`src/rtl/i2c_rf_pkg.sv`:
```
package i2c_rf_pkg;
   localparam int BYTE_W = 8;

   typedef enum logic [2:0] {
      ST_IDLE  = 3'd0,
      ST_ADDR  = 3'd1,
      ST_REG   = 3'd2,
      ST_WDATA = 3'd3,
      ST_RDATA = 3'd4
   } rf_state_e;
endpackage

```
`src/rtl/i2c_rf_deglitch.sv`:
```
module i2c_rf_deglitch #(
   parameter int SYNC_STAGES = 2,
   parameter int FILT_LEN    = 3
) (
   input  logic clk,
   input  logic rst_n,
   input  logic din,
   output logic dout
);
   logic [SYNC_STAGES-1:0] sync_q;

   always_ff @(posedge clk or negedge rst_n) begin
      if (!rst_n) sync_q <= '1;
      else        sync_q <= {sync_q[SYNC_STAGES-2:0], din};
   end

   generate
      if (FILT_LEN < 2) begin : g_bypass
         assign dout = sync_q[SYNC_STAGES-1];
      end else begin : g_filter
         logic [FILT_LEN-1:0] hist_q;
         logic                level_q;
         always_ff @(posedge clk or negedge rst_n) begin
            if (!rst_n) begin
               hist_q  <= '1;
               level_q <= 1'b1;
            end else begin
               hist_q <= {hist_q[FILT_LEN-2:0], sync_q[SYNC_STAGES-1]};
               if (&hist_q)       level_q <= 1'b1;
               else if (~|hist_q) level_q <= 1'b0;
            end
         end
         assign dout = level_q;
      end
   endgenerate
endmodule

```
`src/rtl/i2c_rf_bus_events.sv`:
```
module i2c_rf_bus_events (
   input  logic clk,
   input  logic rst_n,
   input  logic scl_f,
   input  logic sda_f,
   output logic scl_rise,
   output logic scl_fall,
   output logic start_evt,
   output logic stop_evt
);
   logic scl_q, sda_q;

   always_ff @(posedge clk or negedge rst_n) begin
      if (!rst_n) begin
         scl_q <= 1'b1;
         sda_q <= 1'b1;
      end else begin
         scl_q <= scl_f;
         sda_q <= sda_f;
      end
   end

   assign scl_rise  = scl_f & ~scl_q;
   assign scl_fall  = ~scl_f & scl_q;
   assign start_evt = scl_f & scl_q & sda_q & ~sda_f;
   assign stop_evt  = scl_f & scl_q & ~sda_q & sda_f;
endmodule

```
`src/rtl/i2c_rf_regbank.sv`:
```
module i2c_rf_regbank #(
   parameter int NUM_REGS = 32,
   parameter int PTR_W    = 5
) (
   input  logic                  clk,
   input  logic                  rst_n,
   input  logic                  wr_en,
   input  logic [PTR_W-1:0]      wr_addr,
   input  logic [7:0]            wr_data,
   input  logic [PTR_W-1:0]      rd_addr,
   output logic [7:0]            rd_data,
   output logic [8*NUM_REGS-1:0] regs_flat
);
   generate
      for (genvar i = 0; i < NUM_REGS; i++) begin : g_reg
         logic [7:0] q;
         always_ff @(posedge clk or negedge rst_n) begin
            if (!rst_n)                                q <= '0;
            else if (wr_en && wr_addr == PTR_W'(i))    q <= wr_data;
         end
         assign regs_flat[8*i +: 8] = q;
      end
   endgenerate

   assign rd_data = regs_flat[8*rd_addr +: 8];
endmodule

```
`src/rtl/i2c_rf_fsm.sv`:
```
module i2c_rf_fsm
   import i2c_rf_pkg::*;
#(
   parameter logic [5:0] ADDR_PREFIX = 6'b100100,
   parameter int         PTR_W       = 5
) (
   input  logic             clk,
   input  logic             rst_n,
   input  logic             scl_rise,
   input  logic             scl_fall,
   input  logic             sda_f,
   input  logic             start_evt,
   input  logic             stop_evt,
   input  logic             dev_sel,
   input  logic [7:0]       rd_data,
   output rf_state_e        state,
   output logic [PTR_W-1:0] ptr,
   output logic             wr_en,
   output logic [7:0]       wr_data,
   output logic             sda_oe
);
   logic [3:0] cnt_q;
   logic [7:0] shreg_q;
   logic [7:0] tx_q;
   logic       rd_mode_q;
   logic       nack_q;
   logic       byte_end;
   logic       ack_end;

   assign byte_end = scl_fall && (cnt_q == 4'd8);
   assign ack_end  = scl_fall && (cnt_q == 4'd9);
   assign wr_en    = !start_evt && !stop_evt && (state == ST_WDATA) && byte_end;
   assign wr_data  = shreg_q;

   always_ff @(posedge clk or negedge rst_n) begin
      if (!rst_n) begin
         state     <= ST_IDLE;
         ptr       <= '0;
         cnt_q     <= '0;
         shreg_q   <= '0;
         tx_q      <= '0;
         rd_mode_q <= 1'b0;
         nack_q    <= 1'b0;
         sda_oe    <= 1'b0;
      end else if (stop_evt) begin
         state  <= ST_IDLE;
         cnt_q  <= '0;
         sda_oe <= 1'b0;
      end else if (start_evt) begin
         state     <= ST_ADDR;
         cnt_q     <= '0;
         rd_mode_q <= 1'b0;
         sda_oe    <= 1'b0;
      end else if (state != ST_IDLE) begin
         if (scl_rise) begin
            if (cnt_q < 4'd8) shreg_q <= {shreg_q[6:0], sda_f};
            else              nack_q  <= sda_f;
            cnt_q <= cnt_q + 4'd1;
         end
         if (byte_end) begin
            unique case (state)
               ST_ADDR: begin
                  if (shreg_q[7:1] == {ADDR_PREFIX, dev_sel}) begin
                     sda_oe    <= 1'b1;
                     rd_mode_q <= shreg_q[0];
                  end else begin
                     state <= ST_IDLE;
                  end
               end
               ST_REG: begin
                  sda_oe <= 1'b1;
                  ptr    <= shreg_q[PTR_W-1:0];
               end
               ST_WDATA: begin
                  sda_oe <= 1'b1;
                  ptr    <= ptr + 1'b1;
               end
               default: sda_oe <= 1'b0;
            endcase
         end else if (ack_end) begin
            cnt_q <= '0;
            unique case (state)
               ST_ADDR: begin
                  if (rd_mode_q) begin
                     state  <= ST_RDATA;
                     tx_q   <= rd_data;
                     sda_oe <= ~rd_data[7];
                     ptr    <= ptr + 1'b1;
                  end else begin
                     state  <= ST_REG;
                     sda_oe <= 1'b0;
                  end
               end
               ST_REG: begin
                  state  <= ST_WDATA;
                  sda_oe <= 1'b0;
               end
               ST_RDATA: begin
                  if (nack_q) begin
                     state  <= ST_IDLE;
                     sda_oe <= 1'b0;
                  end else begin
                     tx_q   <= rd_data;
                     sda_oe <= ~rd_data[7];
                     ptr    <= ptr + 1'b1;
                  end
               end
               default: sda_oe <= 1'b0;
            endcase
         end else if (scl_fall && state == ST_RDATA && cnt_q != 4'd0) begin
            sda_oe <= ~tx_q[6];
            tx_q   <= {tx_q[6:0], 1'b0};
         end
      end
   end
endmodule

```
`src/rtl/i2c_regfile_slave.sv`:
```
module i2c_regfile_slave
   import i2c_rf_pkg::*;
#(
   parameter logic [5:0] ADDR_PREFIX = 6'b100100,
   parameter int         NUM_REGS    = 32,
   parameter int         SYNC_STAGES = 2,
   parameter int         FILT_LEN    = 3
) (
   input  logic                  clk,
   input  logic                  rst_n,
   input  logic                  scl_i,
   input  logic                  sda_i,
   input  logic                  dev_sel,
   output logic                  sda_oe,
   output logic [8*NUM_REGS-1:0] regs_flat
);
   localparam int PTR_W = $clog2(NUM_REGS);

   generate
      if (NUM_REGS < 2 || NUM_REGS > 64 || (NUM_REGS & (NUM_REGS - 1)) != 0) begin : g_bad_regs
         $error("NUM_REGS must be a power of two from 2 to 64");
      end
      if (SYNC_STAGES < 2) begin : g_bad_sync
         $error("SYNC_STAGES must be at least 2");
      end
      if (FILT_LEN < 0) begin : g_bad_filt
         $error("FILT_LEN must not be negative");
      end
   endgenerate

   logic             scl_f, sda_f;
   logic             scl_rise, scl_fall, start_evt, stop_evt;
   rf_state_e        state;
   logic [PTR_W-1:0] ptr;
   logic             wr_en;
   logic [7:0]       wr_data, rd_data;

   i2c_rf_deglitch #(.SYNC_STAGES(SYNC_STAGES), .FILT_LEN(FILT_LEN)) u_scl_flt (
      .clk(clk), .rst_n(rst_n), .din(scl_i), .dout(scl_f));

   i2c_rf_deglitch #(.SYNC_STAGES(SYNC_STAGES), .FILT_LEN(FILT_LEN)) u_sda_flt (
      .clk(clk), .rst_n(rst_n), .din(sda_i), .dout(sda_f));

   i2c_rf_bus_events u_events (
      .clk(clk), .rst_n(rst_n), .scl_f(scl_f), .sda_f(sda_f),
      .scl_rise(scl_rise), .scl_fall(scl_fall),
      .start_evt(start_evt), .stop_evt(stop_evt));

   i2c_rf_fsm #(.ADDR_PREFIX(ADDR_PREFIX), .PTR_W(PTR_W)) u_fsm (
      .clk(clk), .rst_n(rst_n), .scl_rise(scl_rise), .scl_fall(scl_fall),
      .sda_f(sda_f), .start_evt(start_evt), .stop_evt(stop_evt),
      .dev_sel(dev_sel), .rd_data(rd_data), .state(state), .ptr(ptr),
      .wr_en(wr_en), .wr_data(wr_data), .sda_oe(sda_oe));

   i2c_rf_regbank #(.NUM_REGS(NUM_REGS), .PTR_W(PTR_W)) u_bank (
      .clk(clk), .rst_n(rst_n), .wr_en(wr_en), .wr_addr(ptr),
      .wr_data(wr_data), .rd_addr(ptr), .rd_data(rd_data),
      .regs_flat(regs_flat));
endmodule

```
`config.mk`:
```
export PLATFORM = sky130hd
export DESIGN_NAME = i2c_regfile_slave
export DESIGN_NICKNAME = d
export VERILOG_FILES = /design/src/rtl/i2c_rf_pkg.sv /design/src/rtl/i2c_rf_deglitch.sv /design/src/rtl/i2c_rf_bus_events.sv /design/src/rtl/i2c_rf_regbank.sv /design/src/rtl/i2c_rf_fsm.sv /design/src/rtl/i2c_regfile_slave.sv
export SDC_FILE = /design/constraint.sdc
export NUM_CORES = 1
export LEC_CHECK = 0
export BUFFER_PORTS_ARGS = -buffer_cell sky130_fd_sc_hd__buf_4
export CAP_MARGIN = 20
export CORE_UTILIZATION = 56
export CTS_CLUSTER_DIAMETER = 150
export DETAILED_ROUTE_END_ITERATION = 10
export HOLD_SLACK_MARGIN = 0.06
export PLACE_DENSITY_LB_ADDON = 0.2
export SKIP_CTS_REPAIR_TIMING = 1
export SKIP_LAST_GASP = 1
export SYNTH_ARGS = -nofsm -noshare
export SYNTH_HDL_FRONTEND = slang
export SYNTH_SLANG_ARGS = --single-unit
```
`constraint.sdc`:
```
create_clock -name clk -period 2.7 [get_ports clk]
set_input_delay 0.135 -clock clk [delete_from_list [all_inputs] [get_ports clk]]
set_output_delay 0.135 -clock clk [all_outputs]
set_load 0.01 [all_outputs]
```
==> metrics.txt <==
initial antenna violation count=0; Clk Latency, worst-skew pair=0.51 ns; EDFF count, synth=0; worst reg2reg setup slack=0.08 ns; largest net degree at the start of global routing=82; Avg WL per Cell=24.78 um; DP Area=0.01667 mm^2; Vert. Die Dim=160.4 um; Synth cell types=64; top_reg_cell synth=dfrtp_1; crit-path leading delay family=simple AND/OR/NAND/NOR gates; cell mode on critical path=nor2_2; I/O pin cnt=262; Final Critical Period=2.618 ns; Crit. End Element=register; period utilization=0.9695; max-cap violations=0; met2 wire len=19350 um; Worst setup SP type=register; Via Count=9880; CTS Root Buffer Type=clkbuf_16; Post-Synthesis Cell Area=0.01405 mm^2; Sw Share=0.2807; combinational power share=0.139; Worst Max-Slew Pin Slew=0.8655 ns; met1 WL=16420 um; #FFs+latches synth=300; # clock sinks=300; final hold vios=0; share of cells above drive strength 1=0.5907; fin area=0.01790 mm^2; Area growth, synth to finish=27.38%; pre-CTS setup slack=-0.09196 ns; Worst EP required=3.09 ns; setup violators final=0; uppermost layer routed=met4; Total GRT Usage=0.3169; Fin Clk Skew=0.01545 ns; met3 WL=3050 um; Slowest Stage Delay on Critical Path=0.57 ns; placed cells=1547; htree depth=2; WHS=0.1833 ns; Ant. Diodes=0; Synth Warn #=0; Routed WL=39990 um; Post-DRT Antenna Nets=0; CP Max Fanout=6; core area=0.02446 mm^2; GRT overflow=0; power density over cell area=607.3 mW/mm^2; vias in the first global route=10.04k; sequential share of the synthesized area=0.5354; highest ir drop seen on vdd=0.5359 mV; Worst path slowest cell=dfstp_2; syn nets=988; # rows=57; Max-slew headroom=0.4185; PortBufs=261; Vias/cell=6.121; CTS Buf Count=34; CTS tree=yes; hold crit path type=in2async; Post-DP HPWL=27400 um; reg2reg path depth=7; Synth Instances=974; non-filler cells, final=1614; die area=0.02573 mm^2; Die X=160.4 um; status=complete, no violations; reg2reg end=u_bank.g_reg[6].q[7]; drt drc=0; CP cell instances=nor4bb_2 -> nand4_1 -> nor2_2 -> nand2_1 -> nor2_2 -> buf_4 -> mux2_2; Avg Cell Area, Syn=14.43 um^2; Reg-to-Reg Start=u_events.scl_q; net switching power figure=3.051 mW; Sequential Power Share=0.440; Buf+Inv Stages, Crit Path=1; Leak=8.922 nW; # nets final=1280; GP Congestion=0.9613; internal cell power=7.821 mW; Clock Power Share=0.421; total power=10.87 mW; FMAX=0.3820 GHz; clock-pin transition on the worst setup and hold timing paths=0.05 ns; Worst Setup Slack, final=0.08246 ns; RSZ-0062 raised after global routing=false; Max Root-Sink Buffers=3; WS Path Type=reg2reg; Initial DRT Pass Iterations=5; ys async rst share=1.000; fin. max-slew vios=0; Iteration-0 DRC Markers=695; initial core utilization=0.5745; crit path DAT=3.01 ns; first-pass GRT wire length=61460 um
## placed cells by master, fill, tap and decap left out, drive strengths merged, types with 2 or more instances in the layout
cell         instances
a21boi               2
a21o                 2
inv                 12
and3                 3
clkbuf              50
nand2               49
a21oi               16
mux4                56
nor3                 9
ha                   9
nand4                4
o211ai               3
dlygate4sd3          3
a221oi               2
mux2i               23
o21ai               15
bufinv               2
o2111ai              6
nor2                29
dfstp               14
nand3               14
xor2                 3
a32o                 4
nand2b               7
dfrtp              286
a211oi               2
clkinv               7
mux2               288
a31oi                5
buf                321
and2                 5
nor2b                7
a2111oi              2
a22oi                6
o211a                2
## worst max-delay path by stage
stage | startpoint | end | cells after the start
6_report | u_events.scl_q | u_bank.g_reg[6].q[7] | 7
5_1_grt | u_events.scl_q | u_bank.g_reg[6].q[6] | 7
4_1_cts | u_events.scl_q | u_bank.g_reg[4].q[0] | 6
3_5_place_dp | u_events.scl_q | u_bank.g_reg[4].q[1] | 6
3_3_place_gp | u_events.scl_q | u_bank.g_reg[4].q[4] | 6
2_1_floorplan | u_fsm.cnt_q[0] | u_fsm.tx_q[1] | 7
## per-layer routing
metal / global-route usage / vias to the layer above
met5: 0 / -
met4: 0.1095 / 0
met3: 0.07076 / 70
met2: 0.4961 / 401
met1: 0.4402 / 5212
li1: - / 4197
## logic make-up (layout without fill, tap and decap cells)
kind of cell / Yosys count / count (layout) / synth area share
mux: 367 / 367 / 0.3369
flops: 300 / 300 / 0.5354
simple gates: 138 / 138 / 0.05449
buf+inv: 80 / 396 / 0.02413
compound gates: 76 / 76 / 0.03855
fa+ha+maj: 9 / 9 / 0.008013
xor+xnor: 4 / 4 / 0.002493
## power groups by stage
stage | Combinational (mW) | Sequential [mW] | Clock (mW)
6_report | 1.51 | 4.78 | 4.58
3_5_place_dp | 1.49 | 4.85 | 0
5_1_grt | 1.63 | 4.79 | 4.82
2_1_floorplan | 0.879 | 4.81 | 0
3_3_place_gp | 1.47 | 4.84 | 0
4_1_cts | 1.50 | 4.77 | 4.64
## worst reg2reg max path: cells and delay by family (launching register included)
family                 cells  cell delay [ns]
buffers and inverters      1             0.22
AND/OR/NAND/NOR            5             1.39
flip-flops                 1             0.57
multiplexers               1             0.34
## cell usage after synthesis, types with 4 or more instances
library cell / n / area (um^2)
a21oi_1: 16 / 80.08
a22oi_1: 6 / 45.04
a31oi_1: 5 / 31.28
a32o_1: 4 / 40.04
and2_1: 4 / 25.02
buf_1: 5 / 18.77
buf_2: 22 / 110.1
clkbuf_1: 39 / 146.4
dfrtp_1: 286 / 7157
dfstp_2: 14 / 367.9
ha_1: 9 / 112.6
inv_1: 11 / 41.29
mux2_2: 286 / 3221
mux2i_1: 23 / 230.2
mux4_2: 56 / 1261
nand2_1: 49 / 183.9
nand2b_1: 7 / 43.79
nand3_1: 11 / 55.05
nand4_1: 4 / 25.02
nor2_1: 16 / 60.06
nor2_2: 13 / 81.33
nor2b_1: 7 / 43.79
nor3_1: 4 / 20.02
nor3_4: 5 / 81.33
o2111ai_1: 6 / 52.55
o21ai_0: 13 / 65.06
## stage by stage
stage | util | setup TNS [ns]
2_1_floorplan | - | 0
5_1_grt | 0.7318 | 0
6_report | 0.7318 | 0
3_3_place_gp | 0.6816 | -0.1900
3_5_place_dp | 0.6816 | -1.116
4_1_cts | 0.7270 | -1.380
## registers in the layout, summed over array words and instances, names as in the netlist, 2 cells and up
name	flops
u_bank.g.q	256
u_fsm.cnt_q	4
u_fsm.ptr	5
u_fsm.state	3
u_fsm.tx_q	7
u_fsm.wr_data	8
u_scl_flt.g_filter.hist_q	3
u_scl_flt.sync_q	2
u_sda_flt.g_filter.hist_q	3
u_sda_flt.sync_q	2
## layout make-up
class / count / area, um^2
sequential: 300 / 7532
fill: 1615 / 6561
multi-input combinational: 594 / 6221
timing repair buffer: 324 / 2585
clock buffer: 50 / 1002
tap: 324 / 405.4
clock inverter: 10 / 110.1
inverter: 12 / 45.04
(Power assumes the default switching activity.)
